==> config.mk <==
export PLATFORM = sky130hd
export DESIGN_NAME = remote_read_engine
export DESIGN_NICKNAME = d
export VERILOG_FILES = /design/src/rtl/rre_pkg.sv /design/src/rtl/rre_cfg.sv /design/src/rtl/rre_seq.sv /design/src/rtl/rre_rdbuf.sv /design/src/rtl/remote_read_engine.sv
export SDC_FILE = /design/constraint.sdc
export NUM_CORES = 1
export LEC_CHECK = 0
export ABC_AREA = 1
export CAP_MARGIN = 20
export CORE_MARGIN = 2
export CORE_UTILIZATION = 57
export DETAILED_ROUTE_END_ITERATION = 10
export DONT_BUFFER_PORTS = 1
export HOLD_SLACK_MARGIN = 0.15
export PLACE_DENSITY = 0.81
export SKIP_CTS_REPAIR_TIMING = 1
export SLEW_MARGIN = 30
export SYNTH_ARGS = -nofsm -noshare
export SYNTH_HDL_FRONTEND = slang
export SYNTH_SLANG_ARGS = --single-unit
==> constraint.sdc <==
create_clock -name clk -period 1.4 [get_ports clk]
set_input_delay 0.21 -clock clk [delete_from_list [all_inputs] [get_ports clk]]
set_output_delay 0.21 -clock clk [all_outputs]
set_load 0.01 [all_outputs]
==> src/rtl/rre_pkg.sv <==
package rre_pkg;
  localparam logic [7:0] REG_STATUS   = 8'h02;
  localparam logic [7:0] REG_WIN_BASE = 8'h10;
  localparam logic [7:0] REG_DEV      = 8'h20;
  localparam logic [7:0] REG_COUNT    = 8'h22;
  localparam logic [7:0] REG_SADDR    = 8'h24;
  localparam logic [7:0] REG_GO       = 8'h26;
  localparam logic [7:0] REG_MODE     = 8'h28;
  localparam logic [1:0] MODE_STALL   = 2'b00;

  typedef enum logic {SEQ_IDLE, SEQ_FETCH} seq_state_t;
endpackage

==> src/rtl/rre_cfg.sv <==
module rre_cfg
  import rre_pkg::*;
#(
  parameter int AW    = 8,
  parameter int DW    = 8,
  parameter int DEV_W = 7
) (
  input  logic             clk,
  input  logic             rst_n,
  input  logic             wr_en,
  input  logic [AW-1:0]    wr_addr,
  input  logic [DW-1:0]    wr_data,
  input  logic             fin,
  input  logic             err_set,
  output logic [DEV_W-1:0] dev_id,
  output logic [DW-1:0]    count_code,
  output logic [AW-1:0]    start_addr,
  output logic [1:0]       mode,
  output logic             done,
  output logic             err
);
  always_ff @(posedge clk or negedge rst_n) begin
    if (!rst_n) begin
      dev_id     <= '0;
      count_code <= '0;
      start_addr <= '0;
      mode       <= MODE_STALL;
    end else if (wr_en) begin
      unique case (wr_addr)
        REG_DEV:   dev_id     <= wr_data[DEV_W-1:0];
        REG_COUNT: count_code <= wr_data;
        REG_SADDR: start_addr <= wr_data[AW-1:0];
        REG_MODE:  mode       <= wr_data[1:0];
        default: ;
      endcase
    end
  end

  // Status: set has priority over the write-to-clear
  wire clr = wr_en && (wr_addr == REG_STATUS);
  always_ff @(posedge clk or negedge rst_n) begin
    if (!rst_n) begin
      done <= 1'b0;
      err  <= 1'b0;
    end else begin
      if (fin)      done <= 1'b1;
      else if (clr) done <= 1'b0;
      if (err_set)  err  <= 1'b1;
      else if (clr) err  <= 1'b0;
    end
  end
endmodule

==> src/rtl/rre_seq.sv <==
module rre_seq
  import rre_pkg::*;
#(
  parameter int AW    = 8,
  parameter int DEV_W = 7,
  parameter int IDX_W = 4
) (
  input  logic             clk,
  input  logic             rst_n,
  input  logic             launch,
  input  logic [DEV_W-1:0] dev_in,
  input  logic [AW-1:0]    addr_in,
  input  logic [IDX_W-1:0] last_in,
  input  logic             link_ack,
  output logic             busy,
  output logic             link_req,
  output logic [DEV_W-1:0] link_dev,
  output logic [AW-1:0]    link_addr,
  output logic [IDX_W-1:0] wr_idx,
  output logic             wr_stb,
  output logic             fin
);
  seq_state_t       state_q;
  logic [IDX_W-1:0] last_q;

  always_ff @(posedge clk or negedge rst_n) begin
    if (!rst_n) begin
      state_q   <= SEQ_IDLE;
      link_dev  <= '0;
      link_addr <= '0;
      wr_idx    <= '0;
      last_q    <= '0;
    end else begin
      unique case (state_q)
        SEQ_IDLE: if (launch) begin
          state_q   <= SEQ_FETCH;
          link_dev  <= dev_in;
          link_addr <= addr_in;
          wr_idx    <= '0;
          last_q    <= last_in;
        end
        SEQ_FETCH: if (link_ack) begin
          if (wr_idx == last_q) begin
            state_q <= SEQ_IDLE;
          end else begin
            wr_idx    <= wr_idx + 1'b1;
            link_addr <= link_addr + 1'b1;
          end
        end
        default: state_q <= SEQ_IDLE;
      endcase
    end
  end

  assign busy     = (state_q == SEQ_FETCH);
  assign link_req = busy;
  assign wr_stb   = busy && link_ack;
  assign fin      = wr_stb && (wr_idx == last_q);
endmodule

==> src/rtl/rre_rdbuf.sv <==
module rre_rdbuf #(
  parameter int DW    = 8,
  parameter int DEPTH = 16,
  parameter int IDX_W = 4
) (
  input  logic             clk,
  input  logic             rst_n,
  input  logic             wr_stb,
  input  logic [IDX_W-1:0] wr_idx,
  input  logic [DW-1:0]    wr_data,
  input  logic [IDX_W-1:0] rd_idx,
  output logic [DW-1:0]    rd_data
);
  logic [DEPTH-1:0][DW-1:0] ent_w;

  for (genvar i = 0; i < DEPTH; i++) begin : g_ent
    logic [DW-1:0] ent_q;
    always_ff @(posedge clk or negedge rst_n) begin
      if (!rst_n)                                ent_q <= '0;
      else if (wr_stb && wr_idx == IDX_W'(i))    ent_q <= wr_data;
    end
    assign ent_w[i] = ent_q;
  end

  assign rd_data = ent_w[rd_idx];
endmodule

==> src/rtl/remote_read_engine.sv <==
module remote_read_engine
  import rre_pkg::*;
#(
  parameter int AW    = 8,
  parameter int DW    = 8,
  parameter int DEV_W = 7,
  parameter int DEPTH = 16
) (
  input  logic             clk,
  input  logic             rst_n,
  input  logic             bus_valid,
  output logic             bus_ready,
  input  logic             bus_write,
  input  logic [AW-1:0]    bus_addr,
  input  logic [DW-1:0]    bus_wdata,
  output logic [DW-1:0]    bus_rdata,
  output logic             link_req,
  input  logic             link_ack,
  output logic [DEV_W-1:0] link_dev,
  output logic [AW-1:0]    link_addr,
  input  logic [DW-1:0]    link_data,
  output logic             irq_n
);
  localparam int IDX_W = $clog2(DEPTH);

  logic [DEV_W-1:0] dev_id;
  logic [DW-1:0]    count_code, win_data;
  logic [AW-1:0]    start_addr;
  logic [1:0]       mode;
  logic             done, err, busy, fin, wr_stb, release_q;
  logic [IDX_W-1:0] wr_idx, last_idx;

  wire stretch   = (mode == MODE_STALL);
  wire start_hit = bus_valid && bus_write && (bus_addr == REG_GO) && bus_wdata[0];
  assign bus_ready = !(stretch && start_hit && !release_q);
  wire hs        = bus_valid && bus_ready;
  wire launch    = start_hit && !busy && !release_q;
  wire err_set   = hs && start_hit && busy;

  // Stalled start write is released for one acceptance after completion
  always_ff @(posedge clk or negedge rst_n) begin
    if (!rst_n)                           release_q <= 1'b0;
    else if (fin && stretch && start_hit) release_q <= 1'b1;
    else if (hs)                          release_q <= 1'b0;
  end

  assign last_idx = (count_code >= DW'(DEPTH - 1)) ? IDX_W'(DEPTH - 1)
                                                   : count_code[IDX_W-1:0];

  rre_cfg #(.AW(AW), .DW(DW), .DEV_W(DEV_W)) u_cfg (
    .clk, .rst_n,
    .wr_en(hs && bus_write), .wr_addr(bus_addr), .wr_data(bus_wdata),
    .fin, .err_set,
    .dev_id, .count_code, .start_addr, .mode, .done, .err
  );

  rre_seq #(.AW(AW), .DEV_W(DEV_W), .IDX_W(IDX_W)) u_seq (
    .clk, .rst_n, .launch,
    .dev_in(dev_id), .addr_in(start_addr), .last_in(last_idx),
    .link_ack, .busy, .link_req, .link_dev, .link_addr,
    .wr_idx, .wr_stb, .fin
  );

  rre_rdbuf #(.DW(DW), .DEPTH(DEPTH), .IDX_W(IDX_W)) u_buf (
    .clk, .rst_n, .wr_stb, .wr_idx, .wr_data(link_data),
    .rd_idx(bus_addr[IDX_W-1:0]), .rd_data(win_data)
  );

  wire win_hit = (bus_addr[AW-1:IDX_W] == REG_WIN_BASE[AW-1:IDX_W]);

  always_comb begin
    bus_rdata = '0;
    unique case (bus_addr)
      REG_STATUS: bus_rdata = DW'({done, err, 6'b0});
      REG_DEV:    bus_rdata = DW'(dev_id);
      REG_COUNT:  bus_rdata = count_code;
      REG_SADDR:  bus_rdata = DW'(start_addr);
      REG_GO:     bus_rdata = DW'(busy);
      REG_MODE:   bus_rdata = DW'(mode);
      default:    if (win_hit) bus_rdata = win_data;
    endcase
  end

  assign irq_n = !done;
endmodule

After elaboration in Yosys (flattened, before gate mapping). Cells that the tools add are included.

Register bits after elaboration: 180. Input port bits: 29. Logic and storage cells: 128.

Add/sub/neg operators: 2. Order comparisons: 2. Equality and inequality tests: 26. Multiplexer cells: 22. Bitwise operators: 1. Reduce and logical (&&, ||, !) cells: 47.

Operators by type and width (number): 8-bit case mux with 6 select lines (1); 8-bit by 6-bit == test with 1-bit output, second input constant (5); 8-bit two-way mux (5); 8-bit binary-select mux with 4-bit select (1); 4-bit == test, second input constant (8); 1-bit logical AND (32); 4-bit by 3-bit == test with 1-bit output, second input constant (4); 4-bit two-way mux (4); 8-bit case mux with 2 select lines (1); 2-bit AND reduction (5); 8-bit by 1-bit adder with 8-bit output, second input constant (1); 4-bit by 1-bit == test with 1-bit output, second input constant (2); 4-bit by 2-bit == test with 1-bit output, second input constant (2); 8-bit by 2-bit == test with 1-bit output, second input constant (1); 8-bit by 4-bit >= comparator with 1-bit output, second input constant (1); 1-bit two-way mux (8); 4-bit case mux with 2 select lines (1); 2-bit != test, second input constant (3); 2-bit nonzero test (3); 4-bit by 5-bit < comparator with 1-bit output, second input constant (1); 4-bit by 1-bit adder with 4-bit output, second input constant (1); 4-bit == test (1); 1-bit zero test (4); 4-bit zero test (1); other kinds (4) (4).

Logic depth before layout (Yosys ltp).
Word-level depth: 11. Gate-level depth with buffers: 10. Gate-level depth less buffers: 10.

Cells and area by module. A second synthesis with hierarchy kept.

Cells, all modules: 1268. Area, all modules: 9412.8 sq um.

By module, submodules not included: rre_rdbuf (instances 1, cells an instance 834, area each 6262.3 sq um, sequential area each 3203.1 sq um); rre_seq (instances 1, cells an instance 174, area each 1370.1 sq um, sequential area each 600.6 sq um); rre_cfg (instances 1, cells an instance 143, area each 1224.9 sq um, sequential area each 675.6 sq um); remote_read_engine (instances 1, cells an instance 117, area each 555.5 sq um, sequential area each 25.0 sq um).

Worst setup path before layout. No wires, ideal clock.

Path kind: register -> register. From: register u_seq.wr_idx[0]. To: register u_buf.g_ent[10].ent_q[5]. Setup time: 133 ps. Arrival: 1332 ps. Data required time: 1267 ps. Setup slack: -65 ps. Cell stages (with the launch flop): 9. Buffers on the path: 1. Clock period less this slack: 1465 ps. Cell sequence: dfrtp_1 inv_1 ha_1 inv_1 nor2_1 nand2_1 clkbuf_1 nand2_1 o21ai_0.

Cells in the longest elaborated chain, start to end: 2.

Ends and longest elaborated chain: start: declaration (RTL line rre_seq.sv:19) `output logic [IDX_W-1:0] wr_idx,`; start signal: assignment (RTL line rre_seq.sv:46) `wr_idx <= wr_idx + 1'b1;`; 4-bit == test (RTL line rre_rdbuf.sv:20) `else if (wr_stb && wr_idx == IDX_W'(i)) ent_q <= wr_data;`; 1-bit logical AND (RTL line rre_rdbuf.sv:20); end signal: assignment (RTL line rre_rdbuf.sv:20); end: declaration (RTL line rre_rdbuf.sv:17) `logic [DW-1:0] ent_q;`.

No other way between the ends. A chain may end at the register's enable or synchronous reset.

Worst setup path after layout.
From: register u_buf.g_ent[8].ent_q[3]. To: output bus_rdata[3].

Cells in the longest elaborated chain, start to end: 4.

Ends and longest elaborated chain: start: declaration (RTL line rre_rdbuf.sv:17); start signal: assignment (RTL line rre_rdbuf.sv:20); 8-bit binary-select mux with 4-bit select (RTL line rre_rdbuf.sv:25) `assign rd_data = ent_w[rd_idx];`; 8-bit two-way mux (implied by the code) (RTL line rre_rdbuf.sv:25); 8-bit two-way mux (RTL line remote_read_engine.sv:80) `default: if (win_hit) bus_rdata = win_data;`; 8-bit case mux with 6 select lines (RTL line remote_read_engine.sv:73) `unique case (bus_addr)`; end: declaration (RTL line remote_read_engine.sv:16) `output logic [DW-1:0] bus_rdata,`.

No other way between the ends. The select of a mux whose other input is x is not followed.

==> flow_metrics.py <==
metrics = {
    "outcome": {
        "status": "finished with violations",
        "violations": "negative hold slack, negative setup slack",
    },
    "cells_and_area": {
        "nFillCells": 764,
        "final_cell_mix": "nand2_1, dfrtp_1, nand2_2, nor2_1, o21ai_1",
        "area_delta_synth_final_pct": 36.7,
        "diodes": 0,
        "register_area_um2": 4510,
        "multi_input_area_um2": 4810,
        "final_nets": 1211,
        "final_common_cell": "nand2_1",
        "drive_above_1_share_pct": 33.9,
    },
    "timing": {
        "rsz0062_at_grt": "true",
        "max_freq_mhz": 516,
        "period_needed_ns": 1.94,
        "skew_ns": 0.0161,
        "min_period_over_period_pct": 138,
        "whs_ns": -0.527,
        "finalSetupViolations": 153,
        "tns_ns": -25.02,
        "maxSlewViolCount": 0,
        "maxSlewHeadroom_pct": 45.2,
        "hold_viol": 180,
        "layout_setup_ws_ns": -0.538,
        "worst_slew_pin_slew_ns": 0.821,
    },
    "synth": {
        "avgSynthCellArea_um2": 7.81,
        "synth_largest_area_cell": "dfrtp_1",
        "synth_cells": 1098,
        "synth_fp_nets": 1132,
        "seq_area_frac_synth_pct": 52.5,
        "synth_top_area_share_pct": 52.5,
        "synth_cell_types": 31,
        "synthArstFlopShare_pct": 100,
        "syn_area_um2": 8570,
        "yosys-top-cells-area": "dfrtp_1, nand2_1, o21ai_0",
        "synth-main-ff-cell": "dfrtp_1",
        "synth_warnings": 0,
        "synth_seq_cells": 180,
        "synth_edf_count": 0,
    },
    "power_and_ir_drop": {
        "ir_drop_mv": 1.33,
        "total_power_mw": 16.6,
        "p_leak_nw": 5.43,
        "power.density_nw_per_um2": 1420,
    },
    "worst_setup_path": {
        "required_ns": 1.19,
        "worstSetupStartpointType": "register",
        "arrival_ns": 1.73,
        "crit_path_start": "u_buf.g_ent[8].ent_q[3]$_DFFE_PN0P_",
        "crit_path_end_kind": "primary output",
        "path_max_fanout": 2,
        "path_class": "register to primary output",
        "timing.rr.start": "u_seq.wr_idx[0]$_DFFE_PN0P_",
        "crit_path_end": "bus_rdata[3]",
        "reg2reg_slack_ns": -0.26,
        "rr_worst_depth": 9,
        "r2r_end": "u_buf.g_ent[10].ent_q[4]$_DFFE_PN0P_",
    },
    "global_route": {
        "grt_pass1_wl_um": 36100,
        "antenna_found_initial": 0,
        "overflow": 0,
        "grt_pass1_vias": 7097,
        "grtUsageTotal_pct": 28.5,
        "grt_max_degree": 181,
    },
    "detailed_routing": {
        "first_pass_iters": 8,
        "drtIter0Drc": 1216,
        "routed_wl_um": 30400,
        "route.vias.total": 8822,
        "wl_met1_um": 10600,
        "viasPerCell": 6.42,
        "routed.top_layer": "met4",
        "wl_met2_um": 14600,
        "ant_nets": 0,
        "post-route-drc-count": 0,
        "wl_met3_um": 3130,
        "wl_per_cell_um": 22.1,
    },
    "floorplan": {
        "design.core.area_um2": 14600,
        "rows": 44,
        "start_util_pct": 58.8,
        "die_area_um2": 16000,
        "pin_count": 55,
        "die_h_um": 127,
        "fp.dieW_um": 127,
    },
    "clock_tree": {
        "cts_tree": "yes",
        "clock_path_buffers": 2,
        "htreeDepth": 4,
        "clk_pin_slew_ns": 0.08,
        "cts_sinks": 180,
        "cts-root-buf": "clkbuf_16",
        "insertion_delay_ns": 0.45,
        "cts_made_buffers": 17,
    },
    "placed_design": {
        "gp_congestion": 0.907,
        "post-dp-hpwl_um": 14700,
        "io_buffers": 0,
    },
    "job": {
        "cap_violations": 0,
    },
    "hold_path": {
        "min_path_type": "input pin to async pin",
    },
}
## cells in the mapped netlist (3+ instances only)
master and n:
dfrtp_1 180, o21ai_1 8, nor2_4 3, inv_1 53, clkbuf_1 38, nand4_1 10, ha_1 5, nor2_2 4
a21oi_1 6, o22ai_1 9, or2_2 3, nor2_1 126, buf_4 3, o21ai_0 228, nand3_1 26, buf_2 11
nand2_1 362, xor2_1 5
## sequential cells by signal (all words and copies together) (netlist names)
register / count
u_cfg.count_code: 8
u_seq.busy: 1
u_seq.link_addr: 8
u_cfg.start_addr: 8
release_q: 1
u_cfg.done: 1
u_cfg.dev_id: 7
u_cfg.mode: 2
u_seq.last_q: 4
u_cfg.err: 1
u_buf.g_ent.ent_q: 128
u_seq.link_dev: 7
u_seq.wr_idx: 4
## where the power goes
| part | internal, mW | switching [mW] |
|---|---|---|
| logic | 1.87 | 2.21 |
| registers | 6.32 | 1.14 |
| clock network | 2.83 | 2.24 |
| total | 11.0 | 5.59 |
## through the flow
stage | hold WS (ns) | instance area, um^2 | cells | setup WS [ns] | util (%)
2_1_floorplan | -0.0856 | 8620 | 1098 | -0.00388 | -
3_3_place_gp | -0.0765 | 9130 | 1293 | -0.242 | 62.6
3_5_place_dp | -0.0773 | 9130 | 1293 | -0.292 | 62.6
4_1_cts | -0.534 | 9740 | 1325 | -0.683 | 66.7
5_1_grt | -0.540 | 11700 | 1374 | -0.630 | 80.3
6_report | -0.527 | 11700 | 1374 | -0.538 | 80.3
## cell type report
cell class | count | share of cell area, %
clock inverter | 10 | 1.15
sequential | 180 | 38.5
multi-input combinational | 812 | 41.0
timing repair buffer | 112 | 11.5
inverter | 54 | 1.84
clock buffer | 22 | 4.05
tap | 184 | 1.96
## how the worst min path moves through the flow
stage	from	endpoint	slack [ns]	cells past startpoint
after global placement	rst_n	u_seq.link_addr[5]$_DFFE_PN0P_	-0.08	0
after detailed placement	rst_n	u_seq.link_addr[5]$_DFFE_PN0P_	-0.08	0
after CTS	rst_n	u_seq.link_addr[5]$_DFFE_PN0P_	-0.53	0
after floorplan	rst_n	release_q$_DFFE_PN0P_	-0.09	0
final	rst_n	u_seq.link_addr[5]$_DFFE_PN0P_	-0.53	0
after global routing	rst_n	u_seq.link_addr[5]$_DFFE_PN0P_	-0.54	0
## kinds of logic (layout without fill, tap and decap cells)
kind of cell | after synthesis | count (layout) | share of synthesized area [%]
and+or+nand+nor | 542 | 545 | 25.7
AOI/OAI and AO/OA | 256 | 256 | 15.3
DFF | 180 | 180 | 52.5
buffers and inverters | 109 | 198 | 5.15
adders and majority gates | 5 | 5 | 0.730
xor gates and xnor gates | 5 | 5 | 0.511
muxes | 1 | 1 | 0.117
## critical path: stages, from the launching register on
cell and delay, ns:
dfrtp_1 0.39, nor2_1 0.18, nor2_1 0.07, o21ai_1 0.10
nand2_1 0.12, nand2_1 0.11, nand2_1 0.06, o21ai_1 0.12
nand2_1 0.13
## per-layer routing
| metal | vias up | global-route usage [%] |
|---|---|---|
| li1 | 3738 | - |
| met1 | 4176 | 39.3 |
| met2 | 718 | 44.2 |
| met3 | 190 | 6.20 |
| met4 | 0 | 11.9 |
| met5 | - | 0 |
Power figures use the tool's default switching activity.
